[src/rtl/mmio_serial_pkg.sv]
package mmio_serial_pkg;

  localparam int BUS_W        = 32;
  localparam int BYTE_W       = 8;
  localparam int FRAME_LEN    = BYTE_W + 2;

  localparam logic [BUS_W-1:0] OFS_GPO  = 32'h0000_0000;
  localparam logic [BUS_W-1:0] OFS_GPI  = 32'h0000_0004;
  localparam logic [BUS_W-1:0] OFS_DATA = 32'h0000_0010;
  localparam logic [BUS_W-1:0] OFS_STAT = 32'h0000_0014;

  typedef enum logic [2:0] {
    SEL_NONE,
    SEL_GPO,
    SEL_GPI,
    SEL_DATA,
    SEL_STAT
  } reg_sel_e;

  typedef enum logic [1:0] {
    RX_IDLE,
    RX_START,
    RX_DATA,
    RX_STOP
  } rx_state_e;

  // Map a full byte address onto one of the four words.
  function automatic reg_sel_e decode_sel(input logic [BUS_W-1:0] addr,
                                          input logic [BUS_W-1:0] base);
    reg_sel_e s;
    if (addr == base + OFS_GPO)       s = SEL_GPO;
    else if (addr == base + OFS_GPI)  s = SEL_GPI;
    else if (addr == base + OFS_DATA) s = SEL_DATA;
    else if (addr == base + OFS_STAT) s = SEL_STAT;
    else                              s = SEL_NONE;
    return s;
  endfunction

  // Line levels of one 8N1 frame, element 0 goes out first.
  function automatic logic [FRAME_LEN-1:0] frame_bits(input logic [BYTE_W-1:0] b);
    return {1'b1, b, 1'b0};
  endfunction

  // Status word: bit 1 byte waiting, bit 0 transmit busy.
  function automatic logic [BUS_W-1:0] status_word(input logic full, input logic busy);
    return {{(BUS_W-2){1'b0}}, full, busy};
  endfunction

  function automatic logic [BUS_W-1:0] widen_byte(input logic [BYTE_W-1:0] b);
    return {{(BUS_W-BYTE_W){1'b0}}, b};
  endfunction

endpackage

[src/rtl/mmio_uart_tx.sv]
module mmio_uart_tx
  import mmio_serial_pkg::*;
#(
  parameter int CLKS_PER_BIT = 128
) (
  input  logic              clk,
  input  logic              rst_n,
  input  logic              start,
  input  logic [BYTE_W-1:0] data,
  output logic              busy,
  output logic              tx
);

  localparam int CW = $clog2(CLKS_PER_BIT);
  localparam int BW = $clog2(FRAME_LEN);
  localparam logic [CW-1:0] CNT_LAST = CW'(CLKS_PER_BIT - 1);
  localparam logic [BW-1:0] BITS_LAST = BW'(FRAME_LEN - 1);

  logic [FRAME_LEN-1:0] shreg;
  logic [CW-1:0]        cnt;
  logic [BW-1:0]        left;
  logic                 busy_q;
  logic                 bit_end;

  assign bit_end = (cnt == '0);

  always_ff @(posedge clk) begin
    if (!rst_n) begin
      shreg  <= '1;
      cnt    <= '0;
      left   <= '0;
      busy_q <= 1'b0;
    end else if (!busy_q) begin
      if (start) begin
        shreg  <= frame_bits(data);
        cnt    <= CNT_LAST;
        left   <= BITS_LAST;
        busy_q <= 1'b1;
      end
    end else if (bit_end) begin
      cnt <= CNT_LAST;
      if (left == '0) begin
        busy_q <= 1'b0;
      end else begin
        shreg <= {1'b1, shreg[FRAME_LEN-1:1]};
        left  <= left - 1'b1;
      end
    end else begin
      cnt <= cnt - 1'b1;
    end
  end

  assign busy = busy_q;
  assign tx   = shreg[0];

endmodule

[src/rtl/mmio_uart_rx.sv]
module mmio_uart_rx
  import mmio_serial_pkg::*;
#(
  parameter int CLKS_PER_BIT = 128,
  parameter int SYNC_STAGES  = 2
) (
  input  logic              clk,
  input  logic              rst_n,
  input  logic              rx_pin,
  output logic              done,
  output logic [BYTE_W-1:0] byte_out
);

  localparam int CW = $clog2(CLKS_PER_BIT);
  localparam int IW = $clog2(BYTE_W);
  localparam logic [CW-1:0] CNT_LAST = CW'(CLKS_PER_BIT - 1);
  localparam logic [CW-1:0] HALF_LAST = CW'(CLKS_PER_BIT / 2 - 1);
  localparam logic [IW-1:0] IDX_LAST = IW'(BYTE_W - 1);

  logic [SYNC_STAGES-1:0] sync;
  logic                   rx_s;
  logic                   rx_prev;
  rx_state_e              state;
  logic [CW-1:0]          cnt;
  logic [IW-1:0]          idx;
  logic [BYTE_W-1:0]      sh;
  logic                   tick;
  logic                   fall;

  // Synchroniser chain, length chosen by parameter.
  generate
    if (SYNC_STAGES == 1) begin : g_sync1
      always_ff @(posedge clk) begin
        if (!rst_n) sync <= '1;
        else        sync <= rx_pin;
      end
    end else begin : g_syncn
      always_ff @(posedge clk) begin
        if (!rst_n) sync <= '1;
        else        sync <= {sync[SYNC_STAGES-2:0], rx_pin};
      end
    end
  endgenerate

  assign rx_s = sync[SYNC_STAGES-1];
  assign tick = (cnt == '0);
  assign fall = rx_prev && !rx_s;

  always_ff @(posedge clk) begin
    if (!rst_n) begin
      rx_prev  <= 1'b1;
      state    <= RX_IDLE;
      cnt      <= '0;
      idx      <= '0;
      sh       <= '0;
      done     <= 1'b0;
      byte_out <= '0;
    end else begin
      rx_prev <= rx_s;
      done    <= 1'b0;
      case (state)
        RX_IDLE: begin
          if (fall) begin
            state <= RX_START;
            cnt   <= HALF_LAST;
          end
        end
        RX_START: begin
          if (!tick) begin
            cnt <= cnt - 1'b1;
          end else if (!rx_s) begin
            state <= RX_DATA;
            cnt   <= CNT_LAST;
            idx   <= '0;
          end else begin
            state <= RX_IDLE;
          end
        end
        RX_DATA: begin
          if (!tick) begin
            cnt <= cnt - 1'b1;
          end else begin
            sh  <= {rx_s, sh[BYTE_W-1:1]};
            cnt <= CNT_LAST;
            if (idx == IDX_LAST) state <= RX_STOP;
            else                 idx   <= idx + 1'b1;
          end
        end
        RX_STOP: begin
          if (!tick) begin
            cnt <= cnt - 1'b1;
          end else begin
            state <= RX_IDLE;
            if (rx_s) begin
              done     <= 1'b1;
              byte_out <= sh;
            end
          end
        end
        default: state <= RX_IDLE;
      endcase
    end
  end

endmodule

[src/rtl/mmio_bus_decode.sv]
module mmio_bus_decode
  import mmio_serial_pkg::*;
#(
  parameter logic [31:0] BASE_ADDR = 32'h1000_0000
) (
  input  logic [BUS_W-1:0]  addr,
  input  logic              wr,
  input  logic              rd,
  input  logic [BYTE_W-1:0] gpi,
  input  logic [BYTE_W-1:0] rx_hold,
  input  logic              rx_full,
  input  logic              tx_busy,
  output logic              gpo_wr,
  output logic              data_wr,
  output logic              data_rd,
  output logic              unmapped,
  output logic [BUS_W-1:0]  rdata
);

  reg_sel_e sel;

  assign sel      = decode_sel(addr, BASE_ADDR);
  assign gpo_wr   = wr && (sel == SEL_GPO);
  assign data_wr  = wr && (sel == SEL_DATA);
  assign data_rd  = rd && (sel == SEL_DATA);
  assign unmapped = (sel == SEL_NONE);

  always_comb begin
    rdata = '0;
    if (rd) begin
      case (sel)
        SEL_GPI:  rdata = widen_byte(gpi);
        SEL_DATA: rdata = widen_byte(rx_hold);
        SEL_STAT: rdata = status_word(rx_full, tx_busy);
        default:  rdata = '0;
      endcase
    end
  end

endmodule

[src/rtl/mmio_serial_io.sv]
module mmio_serial_io
  import mmio_serial_pkg::*;
#(
  parameter logic [31:0] BASE_ADDR    = 32'h1000_0000,
  parameter int          CLKS_PER_BIT = 128,
  parameter int          SYNC_STAGES  = 2
) (
  input  logic        clk,
  input  logic        rst_n,
  input  logic [31:0] bus_addr,
  input  logic [31:0] bus_wdata,
  input  logic        bus_wr,
  input  logic        bus_rd,
  output logic [31:0] bus_rdata,
  input  logic [7:0]  gpi,
  output logic [7:0]  gpo,
  input  logic        uart_rx,
  output logic        uart_tx,
  output logic        uart_rts
);

  // Named internal events, observed by the bound checker.
  logic              gpo_wr;
  logic              data_wr;
  logic              data_rd;
  logic              sel_unmapped;
  logic              tx_start;
  logic              tx_busy;
  logic              rx_done;
  logic [BYTE_W-1:0] rx_byte;
  logic [BYTE_W-1:0] rx_hold;
  logic              rx_full;
  logic              unused_wdata_hi;

  assign unused_wdata_hi = ^bus_wdata[BUS_W-1:BYTE_W];

  mmio_bus_decode #(
    .BASE_ADDR (BASE_ADDR)
  ) u_decode (
    .addr     (bus_addr),
    .wr       (bus_wr),
    .rd       (bus_rd),
    .gpi      (gpi),
    .rx_hold  (rx_hold),
    .rx_full  (rx_full),
    .tx_busy  (tx_busy),
    .gpo_wr   (gpo_wr),
    .data_wr  (data_wr),
    .data_rd  (data_rd),
    .unmapped (sel_unmapped),
    .rdata    (bus_rdata)
  );

  // Writes that land while a frame is in flight are dropped here.
  assign tx_start = data_wr && !tx_busy;

  mmio_uart_tx #(
    .CLKS_PER_BIT (CLKS_PER_BIT)
  ) u_tx (
    .clk   (clk),
    .rst_n (rst_n),
    .start (tx_start),
    .data  (bus_wdata[BYTE_W-1:0]),
    .busy  (tx_busy),
    .tx    (uart_tx)
  );

  mmio_uart_rx #(
    .CLKS_PER_BIT (CLKS_PER_BIT),
    .SYNC_STAGES  (SYNC_STAGES)
  ) u_rx (
    .clk      (clk),
    .rst_n    (rst_n),
    .rx_pin   (uart_rx),
    .done     (rx_done),
    .byte_out (rx_byte)
  );

  always_ff @(posedge clk) begin
    if (!rst_n) begin
      gpo <= '0;
    end else if (gpo_wr) begin
      gpo <= bus_wdata[BYTE_W-1:0];
    end
  end

  // Single holding register; a new arrival wins over a same-cycle read.
  always_ff @(posedge clk) begin
    if (!rst_n) begin
      rx_hold <= '0;
      rx_full <= 1'b0;
    end else if (rx_done) begin
      rx_hold <= rx_byte;
      rx_full <= 1'b1;
    end else if (data_rd) begin
      rx_full <= 1'b0;
    end
  end

  assign uart_rts = rx_full;

endmodule

[config.mk]
export PLATFORM = sky130hd
export DESIGN_NAME = mmio_serial_io
export DESIGN_NICKNAME = d
export VERILOG_FILES = /design/src/rtl/mmio_serial_pkg.sv /design/src/rtl/mmio_uart_tx.sv /design/src/rtl/mmio_uart_rx.sv /design/src/rtl/mmio_bus_decode.sv /design/src/rtl/mmio_serial_io.sv
export SDC_FILE = /design/constraint.sdc
export NUM_CORES = 1
export LEC_CHECK = 0
export CORE_ASPECT_RATIO = 0.8
export CORE_MARGIN = 4
export CORE_UTILIZATION = 35
export CTS_CLUSTER_SIZE = 24
export DETAILED_ROUTE_END_ITERATION = 8
export RECOVER_POWER = 100
export SLEW_MARGIN = 20
export SYNTH_ARGS = -nofsm -noshare
export SYNTH_HDL_FRONTEND = slang
export SYNTH_HIERARCHICAL = 1
export SYNTH_SLANG_ARGS = --single-unit
[constraint.sdc]
create_clock -name clk -period 2.85 [get_ports clk]
set_input_delay 0.57 -clock clk [delete_from_list [all_inputs] [get_ports clk]]
set_output_delay 0.57 -clock clk [all_outputs]
set_load 0.005 [all_outputs]
==> results.yml <==
status:
  outcome: "finished, final reports clean"
die:
  ioPinCount: 119
  dieHeight_microns: 100
  core.rowCount: 33
  dieArea_sq_um: 12400
  initial_core_util_pct: 36.2
  die_x_microns: 124
  core-area_sq_um: 10300
cells_and_area:
  multiInputGateArea_sq_um: 2180
  area_growth_pct: 36.1
  fillers: 958
  nNetsFinal: 589
  seqCellArea_sq_um: 1400
  utilization_pct: 49.3
  antenna_cells: 0
  drive_gt1_share_pct: 14.9
critical_path:
  r2r_cells: 5
  cp_data_arrival_time_ns: 2.25
  r2r_end: "u_rx/byte_out[1]"
  cp-end-kind: "output port"
  crit_path_start_kind: "primary input"
  reg2reg_slack_ns: 0.67
  cp_data_required_time_ns: 2.28
  reg2reg_from: "u_rx/cnt[2]"
  cp_max_fo: 6
  worstSetupPathType: "primary input to output port"
clock_network:
  cts_sinks: 70
  insertion_delay_ns: 0.32
  cts_root_buf: "clkbuf_16"
  cts_inserted_buffers: 9
  tritoncts: "built"
  cts.path.max_buffers: 2
  cts_max_level: 3
  hold_buffers: 0
  clk_pin_slew_ns: 0.06
detailed_routing:
  routed_wl_microns: 9010
  avgViaCountPerCell: 4.96
  drc_errors: 0
  ant_nets: 0
  dr.first_iter.drc_count: 142
  routed-via-count: 3201
  drtPass1Iterations: 4
  wl_per_cell_microns: 14.0
timing:
  setup_viol: 0
  slew_violations: 0
  finalHoldWorstSlack_ns: 0.413
  period_share_pct: 98.9
  fin_crit_ns: 2.82
  fin_skew_ns: 0.00521
  worst_pin_slew_ns: 1.40
  hold_violations: 0
  rsz0062_at_grt: "yes"
  fmax_ghz: 0.355
  tns_ns: 0
  slew-limit-headroom_pct: 6.81
global_route:
  grt_first_pass_wirelength_microns: 13900
  grt_max_degree: 35
  grt_pass1_vias: 2965
  grt_util_all_layers_pct: 13.9
  antenna_found_initial: 0
  grt_overflow: 0
hold_path:
  min_path_type: "register to register"
  whs_endpoint: "u_rx/sync[1]"
  min_from: "u_rx/sync[0]"
  whs_path_depth: 1
place:
  dp_hpwl_microns: 6410
  io_buffers: 70
  place_congestion: 0.820
logic_synthesis:
  syn_area_sq_um: 3740
  avgSynthCellArea_sq_um: 9.30
  yosysWarnings: 6
  netlist_instances: 402
power:
  p_per_area_nw_per_um2: 523
  p_leak_nw: 1.95
  max-vdd-ir-drop_mv: 0.286
job:
  maxCapViolations: 0
## worst max-delay path, cell delays in order
cell and delay, ns:
clkdlybuf4s50_1 0.42, nor4_2 0.29, buf_4 0.18, nand3_4 0.11
buf_4 0.18, nor4_2 0.22, dlygate4sd2_1 0.26
## power breakdown
group	total, mW	switching, mW	internal, mW
Combinational	0.416	0.225	0.191
Clock	1.21	0.398	0.813
Sequential	1.03	0.0305	1.00
Total	2.66	0.653	2.01
## worst max path at each step
stage,from,to,slack [ns]
finish,bus_addr[7],bus_rdata[3],0.03
global route,bus_addr[7],bus_rdata[3],-0.09
CTS,bus_addr[29],bus_rdata[7],-0.16
detailed placement,bus_addr[10],bus_rdata[3],-0.23
global placement,bus_addr[20],u_tx/shreg[5],-0.23
floorplan,bus_addr[24],u_tx/shreg[7],0.22
## layout make-up
type                    count  area share, %
clock buffers              11           4.97
inverters                  10          0.737
multi-input cells         303           42.8
repair buffers            106           18.9
flip-flops and latches     70           27.5
well taps                 140           3.44
clock inverters             5           1.60
## per-stage QoR
stage                     instances  setup slack [ns]  area, sq um  total power [mW]
after detailed placement        616            -0.230         4610              1.47
after global placement          616            -0.229         4610              1.46
after CTS                       636            -0.159         4990              2.70
after floorplan                 425             0.225         3820              1.33
final                           645            0.0312         5090              2.66
after global routing            645           -0.0856         5090              2.79
## routing by layer
| layer | vias to the layer above | GRT usage (%) | routed length (microns) | part of all wire (%) |
|---|---|---|---|---|
| met5 | - | 0 | 0 | 0 |
| met4 | 0 | 3.32 | 29 | 0.32 |
| met3 | 2 | 4.06 | 670 | 7.4 |
| met2 | 104 | 23.1 | 4180 | 46 |
| met1 | 1467 | 17.8 | 4130 | 46 |
| li1 | 1628 | - | - | - |
## state kept, by name, indices dropped and copies added, names as in the netlist, 2 cells and up, named ones only
| register | count |
|---|---|
| gpo | 8 |
| rx_hold | 8 |
| u_rx/byte_out | 8 |
| u_rx/cnt | 7 |
| u_rx/idx | 3 |
| u_rx/sh | 8 |
| u_rx/sync | 2 |
| u_tx/cnt | 7 |
| u_tx/left | 4 |
| u_tx/shreg | 9 |
## what timing repair did
item | CTS | global route
pin swaps | 5 | 6
buffers inserted | 4 | 9
setup endpoints to repair | 8 | 16
resized for setup | 8 | 21
## cell usage in the layout (no fill, tap or decap), types with 7 or more instances in the layout
cell and count:
a22oi_1 8, dlygate4sd3_1 10, a221o_1 8, buf_4 29, mux2i_1 25, clkbuf_16 9, conb_1 24, a31oi_1 7
o21ai_0 8, nand2b_1 10, nand3_1 14, a21oi_1 13, nor2b_1 31, nor2_1 19, ha_1 12, nor4_2 9
nor3_1 9, inv_1 9, nand2_1 32, dfxtp_1 70, clkdlybuf4s50_1 49, a21boi_0 10
No activity file was read; power rests on OpenSTA's default activity.
